--- src/rtl/irq_take_sel_pkg.sv ---
// Package: shared types for the local interrupt take selector.
// Assumes a two-bit privilege code where both 2 and 3 mean machine.
package irq_take_sel_pkg;
    typedef enum logic [1:0] {
        PRIV_USER  = 2'd0,
        PRIV_SUPER = 2'd1,
        PRIV_RSVD  = 2'd2,
        PRIV_MACH  = 2'd3
    } priv_e;
endpackage

--- src/rtl/irq_glob_en.sv ---
// Module: derives the machine and supervisor global interrupt enables.
// Assumes encoding 2 is treated as machine level.
module irq_glob_en
    import irq_take_sel_pkg::*;
(
    input  logic [1:0] priv,
    input  logic       st_mie,
    input  logic       st_sie,
    output logic       m_en,
    output logic       s_en
);
    logic at_mach;

    // Classify the privilege level and form both enables.
    always_comb begin
        at_mach = priv[1];
        m_en    = !at_mach || st_mie;
        s_en    = (priv == PRIV_USER) || ((priv == PRIV_SUPER) && st_sie);
    end

    // A supervisor-level enable can never be open at machine level.
    always_comb begin
        if (at_mach) begin
            AST_S_CLOSED_AT_M: assert (!s_en);
        end
    end
endmodule

--- src/rtl/irq_gate.sv ---
// Module: forms candidates (pending AND enable) and gates each bit by the
// enable that matches its delegation bit. Purely combinational.
module irq_gate #(
    parameter int N = 16
) (
    input  logic [N-1:0] pend,
    input  logic [N-1:0] en,
    input  logic [N-1:0] deleg,
    input  logic         m_en,
    input  logic         s_en,
    output logic [N-1:0] ready
);
    // One gate per interrupt line.
    for (genvar g = 0; g < N; g++) begin : g_line
        assign ready[g] = pend[g] & en[g] & (deleg[g] ? s_en : m_en);
    end

    // No line may be ready unless it is pending and enabled.
    always_comb begin
        AST_READY_SUBSET: assert ((ready & ~(pend & en)) == '0);
    end
endmodule

--- src/rtl/irq_lsb_pick.sv ---
// Module: finds the lowest set bit of a vector. The index is 0 when the
// vector is empty. Assumes N is a power of two.
module irq_lsb_pick #(
    parameter int N     = 16,
    parameter int IDX_W = $clog2(N)
) (
    input  logic [N-1:0]     vec,
    output logic             any,
    output logic [IDX_W-1:0] idx
);
    logic [N-1:0] below;

    // Scan from the top so that the lowest set bit is assigned last.
    always_comb begin
        idx = '0;
        for (int i = N - 1; i >= 0; i--) begin
            if (vec[i]) idx = i[IDX_W-1:0];
        end
        any = |vec;
    end

    // Mask of the bits below the chosen index, used only by the check.
    always_comb begin
        below = (N'(1) << idx) - N'(1);
    end

    // The chosen bit is set and no lower bit is set.
    always_comb begin
        if (any) begin
            AST_LOWEST_PICK: assert (vec[idx] && ((vec & below) == '0));
        end
    end
endmodule

--- src/rtl/irq_take_sel.sv ---
// Module: top of the local interrupt take selector. Combinational gating
// and picking, followed by one register stage on the flag and the index.
// Synchronous active-low reset.
module irq_take_sel #(
    parameter int NUM_IRQ = 16,
    parameter int IDX_W   = $clog2(NUM_IRQ)
) (
    input  logic               clk,
    input  logic               rst_n,
    input  logic [NUM_IRQ-1:0] irq_pend,
    input  logic [NUM_IRQ-1:0] irq_en,
    input  logic [NUM_IRQ-1:0] irq_deleg,
    input  logic               st_mie,
    input  logic               st_sie,
    input  logic [1:0]         priv,
    output logic               take_o,
    output logic [IDX_W-1:0]   take_idx_o
);
    logic               m_en;
    logic               s_en;
    logic [NUM_IRQ-1:0] ready;
    logic               any;
    logic [IDX_W-1:0]   idx;

    irq_glob_en u_glob (
        .priv   (priv),
        .st_mie (st_mie),
        .st_sie (st_sie),
        .m_en   (m_en),
        .s_en   (s_en)
    );

    irq_gate #(.N(NUM_IRQ)) u_gate (
        .pend  (irq_pend),
        .en    (irq_en),
        .deleg (irq_deleg),
        .m_en  (m_en),
        .s_en  (s_en),
        .ready (ready)
    );

    irq_lsb_pick #(.N(NUM_IRQ), .IDX_W(IDX_W)) u_pick (
        .vec (ready),
        .any (any),
        .idx (idx)
    );

    // Register the decision every cycle; clear it under reset.
    always_ff @(posedge clk) begin
        if (!rst_n) begin
            take_o     <= 1'b0;
            take_idx_o <= '0;
        end else begin
            take_o     <= any;
            take_idx_o <= idx;
        end
    end

    AST_IDLE_IDX_ZERO: assert property (@(posedge clk) disable iff (!rst_n)
        !take_o |-> (take_idx_o == '0));

    AST_NO_CAND_NO_TAKE: assert property (@(posedge clk) disable iff (!rst_n)
        ($past(rst_n) && ($past(irq_pend & irq_en) == '0)) |-> !take_o);

    AST_M_MASKED: assert property (@(posedge clk) disable iff (!rst_n)
        ($past(rst_n) && $past(priv[1] && !st_mie)) |-> !take_o);

    AST_USER_ALWAYS_TAKES: assert property (@(posedge clk) disable iff (!rst_n)
        ($past(rst_n) && $past(priv == 2'd0) && ($past(irq_pend & irq_en) != '0))
        |-> take_o);
endmodule

--- config.mk ---
export PLATFORM = sky130hd
export DESIGN_NAME = irq_take_sel
export DESIGN_NICKNAME = d
export VERILOG_FILES = /design/src/rtl/irq_take_sel_pkg.sv /design/src/rtl/irq_glob_en.sv /design/src/rtl/irq_gate.sv /design/src/rtl/irq_lsb_pick.sv /design/src/rtl/irq_take_sel.sv
export SDC_FILE = /design/constraint.sdc
export NUM_CORES = 1
export LEC_CHECK = 0
export ABC_AREA = 1
export BUFFER_PORTS_ARGS = -buffer_cell sky130_fd_sc_hd__buf_2
export CAP_MARGIN = 15
export CORE_UTILIZATION = 33
export DETAILED_ROUTE_END_ITERATION = 7
export HOLD_SLACK_MARGIN = 0.03
export PLACE_DENSITY = 0.84
export SLEW_MARGIN = 25
export SYNTH_ARGS = -nofsm -noshare
export SYNTH_HDL_FRONTEND = slang
export SYNTH_SLANG_ARGS = --single-unit
--- constraint.sdc ---
create_clock -name clk -period 1.7 [get_ports clk]
set_clock_uncertainty 0.2 [all_clocks]
set_input_delay 0.34 -clock clk [delete_from_list [all_inputs] [get_ports clk]]
set_output_delay 0.34 -clock clk [all_outputs]
set_load 0.02 [all_outputs]
# After elaboration in Yosys (flattened, before gate mapping)
# Index checks and enable logic that the tools add are counted.
[classes]
n_eq_ne = 1
n_mux = 31
bitwise_logic = 33
reduce_logical = 10
[ops]
columns = ["operator", "count"]
rows = [
  ["AND 1 bit", 32],
  ["2-to-1 mux 4 bit", 8],
  ["2-to-1 mux 1 bit", 17],
  ["OR reduction 16 bit", 1],
  ["2-to-1 mux 3 bit", 4],
  ["OR reduction 9 bit", 1],
  ["OR reduction 5 bit", 1],
  ["2-to-1 mux 2 bit", 2],
  ["OR reduction 3 bit", 1],
  ["== test 2 x 1 -> 1 bit (second input constant)", 1],
  ["logical NOT 2 bit", 1],
  ["logical OR 1 bit", 2],
  ["OR reduction 2 bit", 1],
  ["logical AND 1 bit", 1],
  ["logical NOT 1 bit", 1],
  ["NOT 1 bit", 1],
]
[totals]
reg_bits = 5
inputBits = 54
elab_cells = 80

# Depth between registers and ports, before layout
# Gate-level depths: netlist of run 1.
[depth]
ltp_word = 20
mapped_depth = 19

# Modules after synthesis
# A second synthesis of run 1 with hierarchy kept.
[unflattened]
hier_cells = 168
area_unflattened_um2 = 783.3
[modules_own_cells]
columns = ["module", "instances", "cells_per_inst", "area_each_um2", "seq_area_each_um2"]
rows = [
  ["irq_gate", 1, 100, 416.6, 0.0],
  ["irq_lsb_pick", 1, 49, 209.0, 0.0],
  ["irq_take_sel", 1, 15, 137.6, 100.1],
  ["irq_glob_en", 1, 4, 20.0, 0.0],
]

# Least setup slack after synthesis of run 1
# No wires, ideal clock.
[synth_path]
kind = "in2reg"
startpoint = "input st_sie"
endpoint = "register take_idx_o[0]"
t_arrival_ns = 1.346
required_time_ns = 1.434
path_slack_ns = 0.088
cell_stages = 18
n_path_buf = 0
cell_sequence = "inv_1 > nand2_1 > nand2_4 > nand2_1 > nand4_1 > nand2_1 > nand2_1 > nand2_1 > nand2_1 > nand2_1 > nand2_1 > nand2_1 > nand2_1 > nand2_1 > nand2_1 > nand2_1 > nand2_1 > a21oi_2"
[synth_between]
elab_chain_len = 19
elab_cells_between_ends = 50
classes_between = "mux: 31; bitwise: 16; reduce/logical: 3"
[synth_lines]
columns = ["element", "line_no", "rtl"]
rows = [
  ["start: declaration", "irq_take_sel.sv:14", "input logic st_sie,"],
  ["logical AND 1 bit *", "irq_glob_en.sv:18", "s_en = (priv == PRIV_USER) || ((priv == PRIV_SUPER) && st_sie);"],
  ["logical OR 1 bit *", "irq_glob_en.sv:18", ""],
  ["2-to-1 mux 1 bit", "irq_gate.sv:15", "assign ready[g] = pend[g] & en[g] & (deleg[g] ? s_en : m_en);"],
  ["AND 1 bit", "irq_gate.sv:15", ""],
  ["2-to-1 mux 4 bit (8 in a row)", "irq_lsb_pick.sv:17", "if (vec[i]) idx = i[IDX_W-1:0];"],
  ["2-to-1 mux 3 bit (4 in a row)", "irq_lsb_pick.sv:17", ""],
  ["2-to-1 mux 2 bit (2 in a row)", "irq_lsb_pick.sv:17", ""],
  ["2-to-1 mux 1 bit", "irq_lsb_pick.sv:17", ""],
  ["end signal: assignment", "irq_take_sel.sv:55", "take_idx_o <= idx;"],
  ["end: declaration", "irq_take_sel.sv:17", "output logic [IDX_W-1:0] take_idx_o"],
]
# Every way passes the cells marked *; elsewhere a longest branch is shown, timed or not.
# A chain may end at the register's enable or synchronous reset.

# Final worst setup path of run 1
# Same ends and word-level chain as after synthesis.

==> results.ini, run 1 <==
[drt]
first_pass_iters=4
wl_per_cell_microns=10.39
drc_errors=0
drtIter0Drc=15
wl_microns=1808
vias_per_cell=5.063
antenna_left=0
dr_total_vias=881

[layout]
antennaDiodeCount=0
fin_nets=213
register_area_sq_um=100.1
synthToLayoutAreaGrowth_pct=90.76
drive_above_1_share_pct=51.90
layout.cells.non_filler=174
n_fill_cell=120
multi_input_area_sq_um=419.2

[placement]
hpwl_microns=1426
globalplace.congestion=0.6846
port_buffers=58
dp.cells=166

[yosys]
synth_seq_area_share_pct=18.96
netlist_instances=90
ys_warn_count=0
synth_area_sq_um=528.0
ys_types=20
syn_area_per_cell_sq_um=5.867
ys_ff_latch=5
synthesis.nets=144

[clock_tree]
htree_levels=1
cts_buffers=3
cts_tree=done
cts_hold_buf=0
clkSlewWorstSetupHoldPaths_ns=0.04
clockRootBuffer=clkbuf_4
cts_max_path_buffers=2
cts_num_sinks=5

[global_routing]
grt_pass1_vias=794
grt_antenna_before_repair=0
grt_pass1_wl_microns=3015
grt_use_total_pct=21.78
grt_max_degree=12
gr-total-overflow=0

[power]
pwr-share-clk_pct=26.0
internal-power_uw=342.8
p_comb_share_pct=48.5
total_power_uw=520.2
worst_ir_drop_vdd_v=0.0001944
switching_power_uw=177.5
p_leak_nw=0.5987
power.density_nw_per_um2=516.5
netSwitchingFraction_pct=34.12
seqPwrFrac_pct=25.6

[worst_setup_path]
cp_data_required_time_ns=1.68
cp-end-kind=register
critPathKind=in2reg
cp.arrival_ns=1.55
cp_max_fo=7
cp-start-kind=input port

[sta]
drv_slew=0
finalHoldViolCount=0
slew_headroom_pct=80.42
period_share_pct=92.64
timing.fmax_ghz=0.6350
finalCriticalPeriod_ns=1.575
setup_violations=0
rsz0062_at_grt=true
worst_slew_pin_slew_ns=0.2906

[floorplan]
initial_core_util_pct=35.05
die_w_microns=42
die_h_microns=42
rows=14
die_area_sq_um=1764
core_sq_um=1506
io_pins=59

[min_path]
hp-class=in2reg

[run]
drv_cap=0

[status]
outcome=completed

-- path summary, 6_finish.rpt --
path                    from                  endpoint  slack [ns]  depth (start not counted)
worst max-delay path  st_sie  take_idx_o[0]$_SDFF_PP0_        0.13                         18
worst min-delay path   rst_n         take_o$_SDFF_PN0_        0.16                          3
-- kinds of logic (layout without fill, tap and decap cells) --
group | Yosys count | after routing | synth area share [%]
flip-flops | 5 | 5 | 18.96
AO/OA/AOI/OAI | 11 | 11 | 16.35
buffers and inverters | 11 | 79 | 8.767
AND/OR/NAND/NOR | 63 | 63 | 55.92
-- through the flow --
stage	utilization (%)	instance area, sq um	setup TNS (ns)	setup slack (ns)	hold slack (ns)
after detailed placement	58.47	880.8	-0.3986	-0.1351	0.4016
after floorplan	-	528.0	0	0.08792	0.2503
after global routing	66.86	1007	-0.03963	-0.03963	0.1648
after CTS	60.22	907.1	0	0.1002	0.1561
final	66.86	1007	0	0.1251	0.1591
after global placement	58.47	880.8	-0.2258	-0.08020	0.4020
-- registers in the layout, indices dropped and copies added, names as in the netlist --
signal      count
take_o          1
take_idx_o      4
-- worst max-delay path, stage by stage --
cell and delay, ns:
buf_6 0.07, inv_4 0.03, nand2_4 0.08, nand2_8 0.08, buf_4 0.14, nand2_1 0.05
nand4_1 0.10, nand2_1 0.08, nand2_1 0.04, nand2_1 0.06, nand2_1 0.05, nand2_1 0.05
nand2_1 0.05, nand2_1 0.05, nand2_1 0.04, nand2_1 0.05, nand2_1 0.06, a21oi_2 0.13
-- area by class of cell --
| class | count | share of cell area (%) |
|---|---|---|
| multi-input combinational | 74 | 41.61 |
| sequential | 5 | 9.938 |
| clock buffer | 4 | 2.609 |
| timing repair buffer | 66 | 39.75 |
| tap | 16 | 1.988 |
| inverter | 9 | 4.099 |
-- placed cells by master (no fill, tap or decap), types with 3 or more instances in the layout --
master    netlist  layout
buf_2           1      54
nand2_1        39      38
nand4_1        13      13
inv_1           8       6
buf_4           1       6
dfxtp_1         5       5
nor2_1          4       4
buf_6           0       4
inv_4           0       3
nand2_2         4       3
clkbuf_4        0       3
-- power groups by stage --
| stage | combinational [mW] | sequential (mW) | clock (mW) |
|---|---|---|---|
| after global placement | 0.214 | 0.135 | 0 |
| final | 0.252 | 0.133 | 0.135 |
| after floorplan | 0.0999 | 0.154 | 0 |
| after detailed placement | 0.221 | 0.135 | 0 |
| after global routing | 0.279 | 0.134 | 0.145 |
| after CTS | 0.222 | 0.133 | 0.137 |
-- synthesized netlist by cell type, drive strengths merged --
cell type  instances  area share, %
o211ai             1            1.4
o2111ai            1            1.7
a31oi              1            1.2
o21bai             1            1.4
nand3              1           0.95
o21ai              1           0.95
buf                2            2.4
nor2               4            2.8
nand2             45             37
a211oi             1            1.4
nand4             13             15
o41ai              1            3.1
dfxtp              5             19
inv                9            6.4
a21oi              4            5.2
-- what timing repair did --
action                     in CTS  in global routing
buffers inserted                0                  4
setup endpoints to repair       0                  2
gates resized for setup         0                 16
-- per-layer routing --
metal	GRT usage, %	wire [microns]
met1	21.39	710
met2	41.56	950
met3	3.448	100
met4	13.55	47
met5	0	0
No activity file was read; power rests on OpenSTA's default activity.
==> inputs of run 2 (changes only) <==
Settings changed: PLACE_DENSITY 0.84 to unset, PLACE_DENSITY_LB_ADDON set to 0.12.
==> run 2 against run 1 <==
  * Sequential share of layout area up 0.20 points
  * First-iteration DRC count shrank 27%
  * Power down 2.5%
  * Global-route usage fell by 1.8 points
  * Combinational power fell by 4%
  * Routed wire length is 11% lower
  * Count of clock-buffer cells in the layout did not move
  * Non-clock buffer count rose by 4
  * Largest power group unchanged
==> results.ini, run 2 (synthesized netlist as in run 1, its figures left out) <==
[clock_tree]
cts_num_sinks=5  ; unchanged
clockRootBuffer=clkbuf_4
cts_buffers=3  ; unchanged
clkSlewWorstSetupHoldPaths_ns=0.04  ; about the same
cts_tree=done
cts_max_path_buffers=2  ; unchanged
htree_levels=1  ; unchanged

[layout]
fin_nets=217  ; +1.9%
synthToLayoutAreaGrowth_pct=86.97
drive_above_1_share_pct=54.32  ; +2.4 points
top_regs=take_idx_o: 4 flops, take_o: 1 flops
antennaDiodeCount=0  ; unchanged
multi_input_area_sq_um=401.6  ; -4.2%
mostFrequentLayoutCells=58 x buf_2, 37 x nand2_1, 13 x nand4_1, 10 x buf_4, 6 x inv_1
register_area_sq_um=100.1  ; unchanged
largest_register=take_idx_o
largest_reg_flops=4  ; unchanged
n_fill_cell=139  ; +16%
final_common_cell=buf_2

[sta]
finalHoldViolCount=0  ; unchanged
finalCriticalPeriod_ns=1.632  ; +0.05721 ns
fin_ws_ns=0.06787  ; -0.05721 ns
timing.fmax_ghz=0.6127  ; -3.5%
fin_setup_tns_ns=0  ; unchanged
setup_violations=0  ; unchanged
worst_slew_pin_slew_ns=0.3041  ; +0.01354 ns
slew_headroom_pct=79.50  ; -0.91 points
period_share_pct=96.01  ; +3.4 points
drv_slew=0  ; unchanged
rsz0062_at_grt=true

[global_routing]
grt_pass1_wl_microns=2801  ; -7.1%
grt_use_total_pct=19.96  ; -1.8 points
gr-total-overflow=0  ; unchanged
grt_pass1_vias=772  ; -2.8%
grt_antenna_before_repair=0  ; unchanged
grt_max_degree=9  ; -3

[drt]
antenna_left=0  ; unchanged
dr_total_vias=854  ; -3.1%
drc_errors=0  ; unchanged
first_pass_iters=4  ; unchanged
wl_microns=1617  ; -11%
vias_per_cell=4.798  ; -5.2%
wl_per_cell_microns=9.084  ; -13%
drtIter0Drc=11  ; -4

[run]
drv_cap=0  ; unchanged

[worst_setup_path]
cp-start-kind=input port
critPathKind=in2reg
cp_max_fo=6  ; -1
cp_data_required_time_ns=1.67  ; about the same
cp.arrival_ns=1.60  ; +0.05 ns
cp-end-kind=register

[floorplan]
die_h_microns=42  ; unchanged
die_area_sq_um=1764  ; unchanged
initial_core_util_pct=35.05  ; unchanged
die_w_microns=42  ; unchanged
io_pins=59  ; unchanged
rows=14  ; unchanged
core_sq_um=1506  ; unchanged

[status]
outcome=completed

[placement]
globalplace.congestion=0.7361  ; +7.5%
pre_cts_ws_ns=-0.1472  ; -0.01209 ns
hpwl_microns=1417  ; -0.65%
port_buffers=58  ; unchanged

[power]
power.density_nw_per_um2=513.6  ; -0.56%
worst_ir_drop_vdd_v=0.0002129  ; +9.5%
p_leak_nw=0.6059  ; +1.2%

[min_path]
hp-class=in2reg

## run 2: cell types whose count changed in the layout (fill, tap and decap cells not counted)
| cell | change |
|---|---|
| nor2_1 | -1 |
| nand2_2 | +2 |
| nor2_2 | +1 |
| inv_2 | +3 |
| nand2_4 | +1 |
| buf_2 | +4 |
| buf_4 | +4 |
| inv_4 | -3 |
| nand2_1 | -1 |
| nand2_8 | -2 |
| buf_6 | -4 |
## run 2: cell type report
class / count / area share [%]
clock buffer: 4 / 2.662
inverter: 9 / 3.422
multi-input combinational: 74 / 40.68
sequential: 5 / 10.14
tap: 16 / 2.028
timing repair buffer: 70 / 41.06
## run 2: through the flow
| stage | power (mW) | instances | utilization [%] | area (sq um) | hold WS [ns] |
|---|---|---|---|---|---|
| final | 0.5071 | 178 | 65.53 | 987.2 | 0.1724 |
| after global routing | 0.5541 | 178 | 65.53 | 987.2 | 0.1705 |
| after CTS | 0.5003 | 175 | 62.71 | 944.7 | 0.1631 |
| after detailed placement | 0.3646 | 171 | 60.96 | 918.4 | 0.4067 |
| after global placement | 0.3586 | 171 | 60.96 | 918.4 | 0.4031 |
| after floorplan | 0.2534 | 90 | - | 528.0 | 0.2503 |
## run 2: worst paths after layout
kind                     from                       end  slack (ns)  cells past startpoint
worst min-delay path    rst_n         take_o$_SDFF_PN0_        0.17                      3
worst max-delay path  priv[1]  take_idx_o[0]$_SDFF_PP0_        0.07                     16
## run 2: report_power, final
group / switching [mW] / internal (mW)
Clock: 0.0434 / 0.0884
Sequential: 0.00209 / 0.131
Combinational: 0.121 / 0.121
Total: 0.167 / 0.340
## run 2: timing repair
action | 4_1_cts | 5_1_grt
hold buffers | 0 | 0
gates resized for setup | 0 | 7
setup endpoints to repair | 0 | 2
buffers inserted | 0 | 3
## run 2: layer usage
layer	up-vias	share of wire, %	track usage [%]	wire [microns]
met3	0	6.3	4.310	102
met5	-	0	0	0
met4	0	0	3.871	0
li1	449	-	-	-
met1	372	40	21.87	642
met2	33	54	38.75	873
## run 2: worst max-delay path, cell delays in order
cell and delay [ns]:
buf_2 0.12, inv_2 0.07, nand2_4 0.08, buf_4 0.16, buf_12 0.12, nand2_1 0.06, nand4_1 0.11, nand2_1 0.09
nand2_1 0.04, nand2_1 0.05, nand2_1 0.05, nand2_1 0.05, nand2_1 0.04, nand2_1 0.06, nand2_1 0.05, a21oi_2 0.10
==> inputs of run 3 (changes only) <==
Settings changed: CORE_MARGIN set to 10.
==> run 3 against run 2 <==
  * Fmax hardly changed
  * Clock power hardly changed
  * Global-route usage shrank 8.6 points
  * Power decreased by 0.62%
  * Cell area shrank 0.51%
==> results.ini, run 3 (synthesized netlist as in run 1, its figures left out) <==
[clock_tree]
clkSlewWorstSetupHoldPaths_ns=0.04  ; about the same
htree_levels=1  ; unchanged
cts_num_sinks=5  ; unchanged
cts_max_path_buffers=2  ; unchanged
clockRootBuffer=clkbuf_4
cts_buffers=3  ; unchanged
cts_tree=done

[layout]
layout.cells.non_filler=177  ; -0.56%
synthToLayoutAreaGrowth_pct=86.02
final_util_pct=65.20  ; -0.33 points
final_common_cell=buf_2
antennaDiodeCount=0  ; unchanged
mostFrequentLayoutCells=55 x buf_2, 37 x nand2_1, 13 x nand4_1, 10 x buf_4
fin_area_sq_um=982.2  ; -0.51%
largest_register=take_idx_o
top_regs=take_idx_o: 4 flops, take_o: 1 flops
drive_above_1_share_pct=53.42  ; -0.90 points
n_fill_cell=144  ; +3.6%
largest_reg_flops=4  ; unchanged
fin_nets=216  ; -0.46%

[worst_setup_path]
max_stage_delay_ns=0.22  ; +0.06 ns
critPathKind=in2reg
critPathLaunch=st_mie
cp.arrival_ns=1.55  ; -0.05 ns
path_buf_inv=3  ; -1
cp-start-kind=input port
cp_data_required_time_ns=1.62  ; -0.05 ns
path_cells=buf_2, inv_2, nand2_4, buf_4, o2111ai_1, nand2_1, a31oi_1, nor2_1, o21bai_1, a21oi_1
cp-end-kind=register
cp_max_fo=7  ; +1
slowest_stage=o2111ai_1
crit_family=compound AO/OA/AOI/OAI gates

[sta]
fin_ws_ns=0.06700  ; -0.0008664 ns
setup_violations=0  ; unchanged
slew_headroom_pct=79.40  ; -0.10 points
holdWs_ns=0.1624  ; -0.01001 ns
worst_slew_pin_slew_ns=0.3057  ; +0.001558 ns
finalCriticalPeriod_ns=1.633  ; +0.0008664 ns
fin_setup_tns_ns=0  ; unchanged
period_share_pct=96.06  ; about the same
rsz0062_at_grt=true
finalHoldViolCount=0  ; unchanged
timing.fmax_ghz=0.6124  ; about the same
drv_slew=0  ; unchanged

[status]
outcome=completed

[floorplan]
core_sq_um=1506  ; unchanged
rows=14  ; unchanged
die_w_microns=60  ; +43%
initial_core_util_pct=35.05  ; unchanged
die_h_microns=60  ; +43%
io_pins=59  ; unchanged
die_area_sq_um=3600  ; +100%

[power]
p_leak_nw=0.6026  ; -0.54%
switching_power_uw=163.8  ; -1.7%
internal-power_uw=340.1  ; about the same
pwr-share-clk_pct=25.9  ; about the same
power.density_nw_per_um2=513.0  ; -0.11%
seqPwrFrac_pct=26.4  ; +0.2 points
p_comb_share_pct=47.8  ; about the same
total_power_uw=503.9  ; -0.62%
worst_ir_drop_vdd_v=0.0002428  ; +14%
netSwitchingFraction_pct=32.51  ; -0.36 points

[global_routing]
grt_pass1_wl_microns=3318  ; +18%
grt_use_total_pct=11.32  ; -8.6 points
grt_pass1_vias=843  ; +9.2%
grt_antenna_before_repair=0  ; unchanged
gr-total-overflow=0  ; unchanged
grt_max_degree=9  ; unchanged

[placement]
pre_cts_ws_ns=-0.1423  ; +0.004957 ns
globalplace.congestion=0.7208  ; -2.1%
hpwl_microns=1886  ; +33%
dpl_cell_area_sq_um=918.4  ; unchanged
port_buffers=58  ; unchanged
dp.cells=171  ; unchanged

[drt]
dr_total_vias=829  ; -2.9%
antenna_left=0  ; unchanged
vias_per_cell=4.684  ; -2.4%
first_pass_iters=4  ; unchanged
drc_errors=0  ; unchanged
wl_microns=2098  ; +30%
drtIter0Drc=20  ; +9
wl_per_cell_microns=11.85  ; +30%

[run]
drv_cap=0  ; unchanged

[min_path]
holdPathEnd=take_o$_SDFF_PN0_
hold_depth=3  ; unchanged
min_from=rst_n
hp-class=in2reg

==> run 3: cell count changes in the layout (fill, tap and decap cells not counted), sizes merged <==
cell	before	now
buf	70	69
==> run 3: power by group through the flow <==
| stage | Combinational, mW | Clock [mW] | Sequential [mW] |
|---|---|---|---|
| 6_report | 0.241 | 0.130 | 0.133 |
| 5_1_grt | 0.268 | 0.146 | 0.134 |
| 4_1_cts | 0.231 | 0.135 | 0.133 |
| 3_5_place_dp | 0.231 | 0 | 0.135 |
| 3_3_place_gp | 0.226 | 0 | 0.135 |
| 2_1_floorplan | 0.0999 | 0 | 0.154 |
==> run 3: layout make-up <==
cell class | instances | area [sq um] | share of cell area [%]
sequential | 5 | 100.1 | 10.19
inverter | 9 | 36.28 | 3.694
multi-input combinational | 74 | 386.6 | 39.36
timing repair buffer | 69 | 412.9 | 42.04
tap | 16 | 20.02 | 2.038
clock buffer | 4 | 26.28 | 2.675
==> run 3: how the worst max path moves through the flow <==
stage | slack, ns | depth (start not counted) | to
3_5_place_dp | -0.14 | 19 | take_idx_o[0]$_SDFF_PP0_
2_1_floorplan | 0.09 | 18 | take_idx_o[0]$_SDFF_PP0_
5_1_grt | -0.04 | 18 | take_idx_o[0]$_SDFF_PP0_
4_1_cts | 0.11 | 19 | take_idx_o[0]$_SDFF_PP0_
3_3_place_gp | -0.12 | 18 | take_idx_o[0]$_SDFF_PP0_
6_report | 0.07 | 10 | take_idx_o[1]$_SDFF_PP0_
==> run 3: repair_timing <==
action,4_1_cts,5_1_grt
setup endpoints to repair,0,2
gates resized for setup,0,8
hold buffers,0,0
setup buffers,0,2
==> run 3: per-layer routing <==
metal / global-route usage (%) / up-vias / wire (microns)
li1: - / 448 / -
met5: 0 / - / 0
met3: 4.661 / 0 / 144
met4: 2.885 / 0 / 0
met1: 12.37 / 347 / 874
met2: 19.56 / 34 / 1079
==> run 3: tightest hold or removal path, cell delays in order <==
cell	delay, ns
buf_2	0.12
nand2_1	0.06
nand2_1	0.05
